## config.mk

```make
export PLATFORM = sky130hd
export DESIGN_NAME = periodic_irq_gen
export DESIGN_NICKNAME = d
export VERILOG_FILES = /design/src/rtl/pit_pkg.sv /design/src/rtl/pit_event_sel.sv /design/src/rtl/pit_cfg_reg.sv /design/src/rtl/pit_pulse_timer.sv /design/src/rtl/periodic_irq_gen.sv
export SDC_FILE = /design/constraint.sdc
export NUM_CORES = 1
export LEC_CHECK = 0
export BUFFER_PORTS_ARGS = -buffer_cell sky130_fd_sc_hd__buf_2
export CAP_MARGIN = 0
export CORE_ASPECT_RATIO = 0.75
export CORE_UTILIZATION = 30
export DETAILED_ROUTE_END_ITERATION = 7
export PLACE_DENSITY = 0.55
export SKIP_LAST_GASP = 1
export SYNTH_ARGS = -nofsm -noshare
export SYNTH_HDL_FRONTEND = slang
export SYNTH_SLANG_ARGS = --single-unit
```

## constraint.sdc

```tcl
create_clock -name clk -period 5 [get_ports clk]
set_clock_uncertainty 0.15 [all_clocks]
set_input_delay 0.25 -clock clk [delete_from_list [all_inputs] [get_ports clk]]
set_output_delay 0.25 -clock clk [all_outputs]
set_load 0.03 [all_outputs]
```

## src/rtl/pit_pkg.sv

```systemverilog
package pit_pkg;
    localparam int REG_W = 4;

    typedef enum logic [1:0] {
        PER_OFF  = 2'b00,
        PER_SEC  = 2'b01,
        PER_MIN  = 2'b10,
        PER_HOUR = 2'b11
    } period_e;

    typedef enum logic {
        MODE_PULSE = 1'b0,
        MODE_LATCH = 1'b1
    } mode_e;

    typedef enum logic {
        ADDR_STATUS = 1'b0,
        ADDR_CONFIG = 1'b1
    } addr_e;

    typedef struct packed {
        period_e period;
        mode_e   mode;
        logic    mask;
    } cfg_t;

    localparam cfg_t CFG_RESET = '{period: PER_OFF, mode: MODE_PULSE, mask: 1'b1};
endpackage

```

## src/rtl/pit_event_sel.sv

```systemverilog
module pit_event_sel
    import pit_pkg::*;
(
    input  cfg_t cfg,
    input  logic sec_stb,
    input  logic min_stb,
    input  logic hour_stb,
    output logic evt
);
    logic raw;

    always_comb begin
        case (cfg.period)
            PER_SEC:  raw = sec_stb;
            PER_MIN:  raw = min_stb;
            PER_HOUR: raw = hour_stb;
            default:  raw = 1'b0;
        endcase
        evt = raw && !cfg.mask;
    end
endmodule

```

## src/rtl/pit_cfg_reg.sv

```systemverilog
module pit_cfg_reg
    import pit_pkg::*;
(
    input  logic             clk,
    input  logic             rst_n,
    input  logic             wr_cfg,
    input  logic [REG_W-1:0] wr_data,
    output cfg_t             cfg_q,
    output logic             restart
);
    cfg_t cfg_d;
    cfg_t wr_val;

    always_comb begin
        wr_val.period = period_e'(wr_data[3:2]);
        wr_val.mode   = mode_e'(wr_data[1]);
        wr_val.mask   = wr_data[0];
        cfg_d   = cfg_q;
        restart = 1'b0;
        if (wr_cfg) begin
            cfg_d   = wr_val;
            restart = (wr_val.mode != cfg_q.mode) || (wr_val.mask != cfg_q.mask);
        end
    end

    always_ff @(posedge clk or negedge rst_n) begin
        if (!rst_n) cfg_q <= CFG_RESET;
        else        cfg_q <= cfg_d;
    end
endmodule

```

## src/rtl/pit_pulse_timer.sv

```systemverilog
module pit_pulse_timer #(
    parameter int TICKS = 256
) (
    input  logic clk,
    input  logic rst_n,
    input  logic tick_en,
    input  logic start,
    input  logic abort,
    output logic expire
);
    localparam int CNT_W = (TICKS > 1) ? $clog2(TICKS) : 1;
    localparam logic [CNT_W-1:0] LOAD = CNT_W'(TICKS - 1);

    typedef struct packed {
        logic             active;
        logic [CNT_W-1:0] cnt;
    } tmr_t;

    tmr_t st_d, st_q;

    always_comb begin
        st_d   = st_q;
        expire = 1'b0;
        if (abort) begin
            st_d.active = 1'b0;
        end else if (start) begin
            st_d.active = 1'b1;
            st_d.cnt    = LOAD;
        end else if (st_q.active && tick_en) begin
            if (st_q.cnt == '0) begin
                expire      = 1'b1;
                st_d.active = 1'b0;
            end else begin
                st_d.cnt = st_q.cnt - 1'b1;
            end
        end
    end

    always_ff @(posedge clk or negedge rst_n) begin
        if (!rst_n) st_q <= '0;
        else        st_q <= st_d;
    end
endmodule

```

## src/rtl/periodic_irq_gen.sv

```systemverilog
module periodic_irq_gen
    import pit_pkg::*;
#(
    parameter int PULSE_TICKS = 256
) (
    input  logic             clk,
    input  logic             rst_n,
    input  logic             tick_en,
    input  logic             sec_stb,
    input  logic             min_stb,
    input  logic             hour_stb,
    input  logic             wr_en,
    input  logic             reg_addr,
    input  logic [REG_W-1:0] wr_data,
    output logic [REG_W-1:0] rd_data,
    output logic             irq_n
);
    cfg_t cfg_q;
    logic cfg_restart;
    logic evt_w;
    logic expire_w;
    logic sw_clr;
    logic accept;
    logic flag_d, flag_q;

    pit_cfg_reg u_cfg (
        .clk     (clk),
        .rst_n   (rst_n),
        .wr_cfg  (wr_en && (reg_addr == ADDR_CONFIG)),
        .wr_data (wr_data),
        .cfg_q   (cfg_q),
        .restart (cfg_restart)
    );

    pit_event_sel u_sel (
        .cfg      (cfg_q),
        .sec_stb  (sec_stb),
        .min_stb  (min_stb),
        .hour_stb (hour_stb),
        .evt      (evt_w)
    );

    pit_pulse_timer #(.TICKS(PULSE_TICKS)) u_tmr (
        .clk     (clk),
        .rst_n   (rst_n),
        .tick_en (tick_en),
        .start   (accept && (cfg_q.mode == MODE_PULSE)),
        .abort   (sw_clr || cfg_restart),
        .expire  (expire_w)
    );

    always_comb begin
        sw_clr = wr_en && (reg_addr == ADDR_STATUS) && !wr_data[0];
        accept = evt_w && !flag_q && !sw_clr;
        flag_d = flag_q;
        if (accept)                flag_d = 1'b1;
        else if (sw_clr || expire_w) flag_d = 1'b0;
    end

    always_ff @(posedge clk or negedge rst_n) begin
        if (!rst_n) flag_q <= 1'b0;
        else        flag_q <= flag_d;
    end

    always_comb begin
        irq_n = !flag_q;
        if (reg_addr == ADDR_CONFIG) rd_data = cfg_q;
        else                         rd_data = {{(REG_W-1){1'b0}}, flag_q};
    end
endmodule

```

* Word level (Yosys, flattened, before mapping)
Index checks and enable logic that the tools add are counted.
** Cells by class
- Add/subtract/negate cells :: 1
- Equal/unequal tests :: 6
- Multiplexer cells :: 14
- Bitwise operators :: 3
- Reduce and logical (&&, ||, !) cells :: 22
** Operators by type and width (number)
- $mux 9 :: 2
- $mux 1 :: 9
- $logic_and 1x1->1 :: 8
- $logic_not 8->1 :: 1
- $mux 8 :: 1
- $sub 8x1->8 const B :: 1
- $reduce_bool 3->1 :: 2
- $eq 2x2->1 const B :: 2
- $logic_not 1->1 :: 4
- $mux 4 :: 1
- $reduce_bool 2->1 :: 2
- $logic_or 1x1->1 :: 3
- $not 1->1 :: 3
- $pmux 1 s3 :: 1
- $reduce_and 3->1 :: 1
- $eq 2x1->1 const B :: 1
- $ne 1x1->1 :: 2
- $ne 2x1->1 const B :: 1
- $reduce_and 2->1 :: 1
** Storage, ports and cells
- Register bits :: 14
- Bits of input ports :: 12
- Logic and storage cells :: 52

* Longest topological paths before layout
Gate-level depths: netlist of the first run.
- Depth after elaboration :: 11
- Mapped depth :: 7
- Depth with buffers taken out :: 7

* Cells and area by module
From an unflattened synthesis of the first run, not the netlist that was laid out.
** Second synthesis, totals
- Cell total of the unflattened synthesis :: 81
- Area, all modules :: 847.1 sq um
** Modules (own cells, without submodules)
- pit_pulse_timer :: instances 1, cells each 54, area each 535.5 sq um, sequential area each 225.2 sq um
- pit_cfg_reg :: instances 1, cells each 11, area each 171.4 sq um, sequential area each 101.3 sq um
- periodic_irq_gen :: instances 1, cells each 13, area each 112.6 sq um, sequential area each 25.0 sq um
- pit_event_sel :: instances 1, cells each 3, area each 27.5 sq um, sequential area each 0.0 sq um

* Worst setup path after synthesis of the first run
OpenSTA, ideal clock, no wires.
- Path type :: register to register
- From :: reg u_tmr.st_q[0] in the netlist's numbering
- To :: reg u_tmr.st_q[5] in the netlist's numbering
- Setup time :: 0.151 ns
- Data arrival time :: 1.650 ns
- Required time :: 4.699 ns
- Setup slack :: 3.049 ns
- Cell stages (with the launch flop) :: 8
- Cells stage by stage :: dfrtp_1 -> inv_1 -> ha_1 -> or3b_2 -> nor2_1 -> or3_1 -> or4_1 -> nand3_1
** On the way
- Word-level cells in the longest chain between the ends :: 4
- Elaborated cells between the ends (all ways) :: 7
- Classes of those cells :: 1 x add/sub; 1 x eq/ne; 3 x mux; 2 x reduce/logical
** Ends and longest elaborated chain
- start, declared :: line pit_pulse_timer.sv:19 : tmr_t st_d, st_q;
- start signal, assigned :: line pit_pulse_timer.sv:41 : else st_q <= st_d;
- $sub 8x1->8 :: line pit_pulse_timer.sv:34 : st_d.cnt = st_q.cnt - 1'b1;
- $mux 8 :: line pit_pulse_timer.sv:30 : if (st_q.cnt == '0) begin
- $mux 9 :: line pit_pulse_timer.sv:29 : end else if (st_q.active && tick_en) begin
- $mux 9 :: line pit_pulse_timer.sv:26 : end else if (start) begin
Several ways; a longest one is shown, not always the timed one. The select of a mux whose other input is x is not followed.
A chain may end at the register's enable or synchronous reset.

* Final worst setup path of the first run
Same ends and word-level chain as after synthesis.

==> out/qor.yml, run 1 <==
clkSinkCount: 14
initial_core_util_pct: 32.59
dp.final_hpwl_um: 1227
drt_drc_violations_left: 0
worst-path-max-fanout: 6
syn_area_per_cell_um2: 9.634
cts_max_path_buffers: 2
grt_antenna_before_repair: 0
die_x_um: 60.53
worstMarginPinSlew_ps: 677.6
vias_in_the_first_global_route: 601
maximum_number_of_pins_on_one_net_before_global_route_repair: 15
run_status: "finished clean"
r2r-end: "u_tmr.st_q[5]$_DFFE_PN0P_"
clock_tree.htree_level_count: 1
worstSetupEndpointType: "register"
flops_latches_synth: 14
r2r_cells: 7
antennaDiodeCount: 0
synth_fp_nets: 93
min-delay-start: "wr_data[3]"
maxCapViolCount: 0
rsz0062_at_grt: "false"
timing.final.crit_share_pct: 42.93
num-nets-final: 114
cts.reportedPaths.clkPinSlew_ps: 90
syn-cell-area_um2: 770.7
clk_latency_ps: 280
hold_violations: 0
cts_buffers: 3
placementRows: 15
cellLeakagePower_uw: 0.0003935
port_buffers: 16
vias_per_cell: 4.948
critPathRequiredTime_ps: 4980
drive_gt1_share_pct: 26.00
netlist.top_cell.by_area: "dfrtp_1"
post_cts_hold_buffer_count: 1
start_kind: "register"
dr_total_vias: 663
power.density_cell_area_nw_per_um2: 388.9
hold_path.class: "input port to register"
worstPathArrival_ps: 2130
placedInstanceArea_um2: 888.4
yosys.cell_types.count: 32
clk_root_buffer_cell: "clkbuf_4"
place_congestion: 0.7427
track_usage_pct: 13.60
synth_seq_area_share_pct: 45.62
grt_first_pass_wirelength_um: 2704
post_route_setup_tns_ps: 0
die_y_um: 45.90
syn2layout_area_growth_pct: 19.97
reg2reg_slack_ps: 2850
path_class: "register to register"
post_synth_inst_count: 80
fmax_mhz: 465.9
synth.top_cell.area_share_pct: 42.21
post_drt_wl_per_cell_um: 12.03
synth.area.top_cells: "dfrtp_1, o21ai_0, mux2_2"
relative_slew_margins_pct: 54.35
timing.final.max_slew_violations: 0
hold_path_end: "u_cfg.cfg_q[3]$_DFFE_PN0P_"
route.antenna.remaining_nets: 0
detail_route.first_pass.iterations: 4
finalSetupViolations: 0
drt_iter0_markers: 22
reg_to_reg_start: "u_tmr.st_q[0]$_DFFE_PN0P_"
min_period_ps: 2146
cts.repair.resized: 0
post_route_cell_area_um2: 924.6
detail_route.wirelength_um: 1612
die_outline_area_um2: 2778
grt.overflow.total: 0
post-cts-setup-buffers: 0
yosysWarningCount: 0
hold_depth: 2
tritoncts: "yes"
ir_worst_vdd_mv: 0.1147
boundaryPins: 17
placeable_area_um2: 2365
-- routing by layer --
layer  share of wire (%)  track usage [%]  vias to the layer above
li1                    -                -                      335
met1                  51            19.03                      319
met2                  46            19.34                        7
met3                 1.6            4.261                        2
met4                 1.2            5.455                        0
met5                   0                0                        -
-- placed cells by master (no fill, tap or decap), drive strengths merged, types with 2 or more instances in the layout --
cell type / Yosys / final
buf: 1 / 16
dfrtp: 13 / 13
o21ai: 8 / 8
nand2: 7 / 7
inv: 6 / 6
nor2: 6 / 6
clkbuf: 0 / 4
and2: 3 / 3
or4: 3 / 3
mux2: 3 / 3
or3: 3 / 3
a21oi: 3 / 3
o311ai: 3 / 3
mux2i: 2 / 2
o31ai: 2 / 2
nand3: 2 / 2
or3b: 2 / 2
-- registers in the layout (all words and copies together), names as in the netlist --
name	flops
u_cfg.cfg_q	4
flag_q	1
u_tmr.st_q	9
-- critical path, stage by stage (launching register included) --
cell and delay [ps]:
dfrtp_1 380, inv_1 80, ha_1 160, or3b_2 470
nor2_1 300, or3_1 260, or4_1 130, nand3_1 70
-- through the flow --
stage	setup WS [ps]	hold slack (ps)	util, %	power, uW	cells
2_1_floorplan	3049	-195.6	-	256.9	80
3_3_place_gp	2937	19.81	37.57	289.8	129
3_5_place_dp	2875	14.18	37.57	292.2	129
4_1_cts	2859	47.19	39.10	361.3	134
5_1_grt	2671	51.82	39.10	387.6	134
6_report	2854	49.11	39.10	359.6	134
-- power breakdown --
part           switching (uW)  internal, uW
registers                32.4           153
clock network            38.0          30.9
logic                    58.6          46.7
-- how the worst max path moves through the flow --
stage                                           end                       from  depth (start not counted)  slack [ps]
final                     u_tmr.st_q[5]$_DFFE_PN0P_  u_tmr.st_q[0]$_DFFE_PN0P_                          7        2850
after global routing      u_tmr.st_q[5]$_DFFE_PN0P_  u_tmr.st_q[0]$_DFFE_PN0P_                          7        2670
after CTS                 u_tmr.st_q[5]$_DFFE_PN0P_  u_tmr.st_q[0]$_DFFE_PN0P_                          7        2860
after detailed placement  u_tmr.st_q[5]$_DFFE_PN0P_  u_tmr.st_q[0]$_DFFE_PN0P_                          7        2870
after global placement    u_tmr.st_q[1]$_DFFE_PN0P_  u_tmr.st_q[0]$_DFFE_PN0P_                          7        2940
after floorplan           u_tmr.st_q[5]$_DFFE_PN0P_  u_tmr.st_q[0]$_DFFE_PN0P_                          7        3050
-- cells in the mapped netlist, drive strengths merged --
library cell / count
a31oi: 1
o41ai: 1
a22oi: 1
nand2: 7
nor3: 1
inv: 6
a21oi: 3
a211oi: 1
o311ai: 3
o31ai: 2
mux2i: 2
xor2: 1
nand2b: 1
o211ai: 1
and2: 3
o21bai: 1
or3: 3
mux2: 3
and3: 1
o21ai: 8
nor2: 6
or4: 3
buf: 1
dfstp: 1
or3b: 2
nand3: 2
dfrtp: 13
o22ai: 1
ha: 1
-- cells by family after synthesis --
group           Yosys count  share of synthesized area (%)
buf+inv                   7                          3.571
compound gates           23                          21.11
xor+xnor                  1                          1.137
simple gates             29                          19.97
fa+ha+maj                 1                          1.623
mux                       5                          6.980
flops                    14                          45.62
-- final cells by class --
class	count	area [um2]
tap	34	42.54
inverter	6	22.52
fill	248	1440
sequential	14	351.6
timing repair buffer	17	90.09
clock buffer	4	26.28
multi-input combinational	59	391.6
Note: power is estimated with default switching activity, not from simulation.
==> run 2: changes to the inputs <==
--- a/config.mk
+++ b/config.mk
@@ -5,12 +5,13 @@
 export SDC_FILE = /design/constraint.sdc
 export NUM_CORES = 1
 export LEC_CHECK = 0
+export ABC_AREA = 1
 export BUFFER_PORTS_ARGS = -buffer_cell sky130_fd_sc_hd__buf_2
 export CAP_MARGIN = 0
 export CORE_ASPECT_RATIO = 0.75
 export CORE_UTILIZATION = 30
 export DETAILED_ROUTE_END_ITERATION = 7
-export PLACE_DENSITY = 0.55
+export PLACE_DENSITY = 0.54
 export SKIP_LAST_GASP = 1
 export SYNTH_ARGS = -nofsm -noshare
 export SYNTH_HDL_FRONTEND = slang
==> constraint.sdc (replaced) <==
create_clock -name clk -period 2.2 [get_ports clk]
set_clock_uncertainty 0.15 [all_clocks]
set_input_delay 0.11 -clock clk [delete_from_list [all_inputs] [get_ports clk]]
set_output_delay 0.11 -clock clk [all_outputs]
set_load 0.03 [all_outputs]
==> run 2 against run 1 <==
  * Synthesized area up 24%
  * Combinational power grew to 6.4 times the previous value
  * Clock power grew to 3.7 times the previous value
  * Final cell count up 47%
  * Non-clock buffer count up 3
  * Critical path depth up 1
  * Register-to-register slack worse by 2300 ps
  * Critical endpoint is now u_tmr.st_q[7]$_DFFE_PN0P_
  * Largest power group is now combinational cells
  * Highest routed layer unchanged
==> out/qor.yml, run 2 <==
synthTopCellsByCount: "nand2_1, inv_1, dfrtp_1, nor2_1, nand3_1"
worstPathArrival_ps: 1680
mostFrequentLayoutCell: "nand2_1"
power.density_cell_area_nw_per_um2: 1168
largest_registers: "u_tmr.st_q (9), u_cfg.cfg_q (4), flag_q (1)"
die_x_um: 67.10
vias_in_the_first_global_route: 780
clkSinkCount: 14
synth_fp_nets: 148
yosys.cell_types.count: 22
run_status: "finished clean"
hold_path.class: "input port to register"
drt_drc_violations_left: 0
maxCapViolCount: 0
detail_route.first_pass.iterations: 4
drive_gt1_share_pct: 20.75
finalSetupViolations: 0
post_synth_inst_count: 135
clk_latency_ps: 250
worstMarginPinSlew_ps: 312.8
cts_max_path_buffers: 2
start_kind: "register"
critPathRequiredTime_ps: 2240
placementRows: 17
hold_violations: 0
die_outline_area_um2: 3410
route.antenna.remaining_nets: 0
worstSetupEndpointType: "register"
rsz0062_at_grt: "false"
synthSimpleGateAreaFrac_pct: 44.09
synth.area.top_cells: "dfrtp_1, nand2_1, inv_1"
dr_total_vias: 869
relative_slew_margins_pct: 79.15
worst-path-max-fanout: 9
clk_root_buffer_cell: "clkbuf_8"
syn_area_per_cell_um2: 7.062
tritoncts: "yes"
post_drt_wl_per_cell_um: 9.777
vias_per_cell: 4.411
largest_register_ff_count: 9
synth_seq_area_share_pct: 36.88
place_ws_ps: 570.8
place_congestion: 0.8562
clock_tree.htree_level_count: 1
syn2layout_area_growth_pct: 23.36
combinational_family_with_the_most_area_after_synthesis: "simple AND/OR/NAND/NOR gates"
ys_async_sr_fraction_pct: 100.0
min_period_ps: 1641
num-nets-final: 173
boundaryPins: 17
syn-cell-area_um2: 953.4
reg2reg_slack_ps: 560
placed_cells: 189
port_buffers: 16
hold_slack_ps: 24.31
track_usage_pct: 13.26
timing.final.crit_share_pct: 74.57
ir_worst_vdd_mv: 0.4263
die_y_um: 50.82
cell_with_the_most_instances_after_synthesis: "nand2_1"
path_class: "register to register"
grt.overflow.total: 0
grt_first_pass_wirelength_um: 3401
fillerInstances: 337
cts.repair.resized: 0
post-cts-setup-buffers: 0
initial_core_util_pct: 32.02
synth_compound_gate_area_share_pct: 4.856
yosysWarningCount: 0
detail_route.wirelength_um: 1926
maximum_number_of_pins_on_one_net_before_global_route_repair: 15
synth-adder-area-share_pct: 1.312
final.setup.worst_slack_ps: 559.5
netlist.top_cell.by_area: "dfrtp_1"
fmax_mhz: 609.6
synth.top_cell.area_share_pct: 34.12
flops_latches_synth: 14
cellLeakagePower_uw: 0.0006653
final_cell_count_no_fill: 197
dp.final_hpwl_um: 1500
synth-main-ff-cell: "dfrtp_1"
post_route_setup_tns_ps: 0
synth.area.mux_share_pct: 0
synth-edff-count: 0
cts.reportedPaths.clkPinSlew_ps: 60
antennaDiodeCount: 0
layout.cells.most_common_list: "nand2_1, inv_1, buf_2, dfrtp_1, nor2_1"
drt_iter0_markers: 28
max_flop_register: "u_tmr.st_q"
synthXorXnorAreaFrac_pct: 4.593
grt_antenna_before_repair: 0
post_cts_hold_buffer_count: 4
cts_buffers: 3
placeable_area_um2: 2978
timing.final.max_slew_violations: 0
[run 2: cell count changes in the layout (fill, tap and decap cells not counted), moves of 4 or more]
cell	before	now
nand2_1	7	55
inv_1	6	18
nand3_1	2	10
nor2_1	6	11
xnor2_1	0	5
clkbuf_8	0	4
o21ai_0	8	4
[run 2: worst max-delay path, cell delays in order, from the launching register on]
cell and delay (ps):
dfrtp_1 390, inv_1 110, ha_1 250, nand3_2 140, o21ai_4 200, nand2_8 100
nand2_4 120, nand2_1 60, nand2_1 60
[run 2: where the power goes]
group          switching (uW)  leakage, uW  internal [uW]  total [uW]
sequential               96.3     0.000174            354         450
clock                    95.9    0.0000288            159         255
combinational             406     0.000463            262         669
total                     599     0.000665            775        1370
[run 2: cells by family after synthesis]
| group | after synthesis |
|---|---|
| simple gates | 87 |
| buf+inv | 21 |
| flops | 14 |
| compound gates | 7 |
| xor+xnor | 5 |
| fa+ha+maj | 1 |
[run 2: per-layer routing]
metal / wire length (um) / GRT usage [%] / vias to the layer above
met3: 48 / 3.348 / 2
met5: 0 / 0 / -
met4: 22 / 4.255 / 0
met2: 857 / 20.17 / 7
met1: 998 / 18.18 / 401
li1: - / - / 459
[run 2: area by class of cell]
type / count / area, um2 / share of cell area (%)
Multi-Input combinational cell: 100 / 523.0 / 44.47
Sequential cell: 14 / 351.6 / 29.89
Timing Repair Buffer: 20 / 120.1 / 10.21
Inverter: 21 / 78.83 / 6.702
Clock buffer: 4 / 55.05 / 4.681
Tap cell: 38 / 47.55 / 4.043
[run 2: stage by stage]
step	total power (uW)	area, um2	util [%]
2_1_floorplan	984.5	953.4	-
3_3_place_gp	1119	1081	36.30
3_5_place_dp	1119	1081	36.30
4_1_cts	1385	1176	39.50
5_1_grt	1512	1176	39.50
6_report	1373	1176	39.50
[run 2: final timing paths]
path,endpoint,depth (start not counted),from
worst max-delay path,u_tmr.st_q[7]$_DFFE_PN0P_,8,u_tmr.st_q[0]$_DFFE_PN0P_
worst min-delay path,u_cfg.cfg_q[0]$_DFFE_PN1P_,3,wr_data[0]
worst max register to register,u_tmr.st_q[7]$_DFFE_PN0P_,8,u_tmr.st_q[0]$_DFFE_PN0P_
worst min register to register,u_tmr.st_q[0]$_DFFE_PN0P_,2,u_tmr.st_q[0]$_DFFE_PN0P_
max in group asynchronous,u_cfg.cfg_q[0]$_DFFE_PN1P_,2,rst_n
min in group asynchronous,u_tmr.st_q[3]$_DFFE_PN0P_,2,rst_n
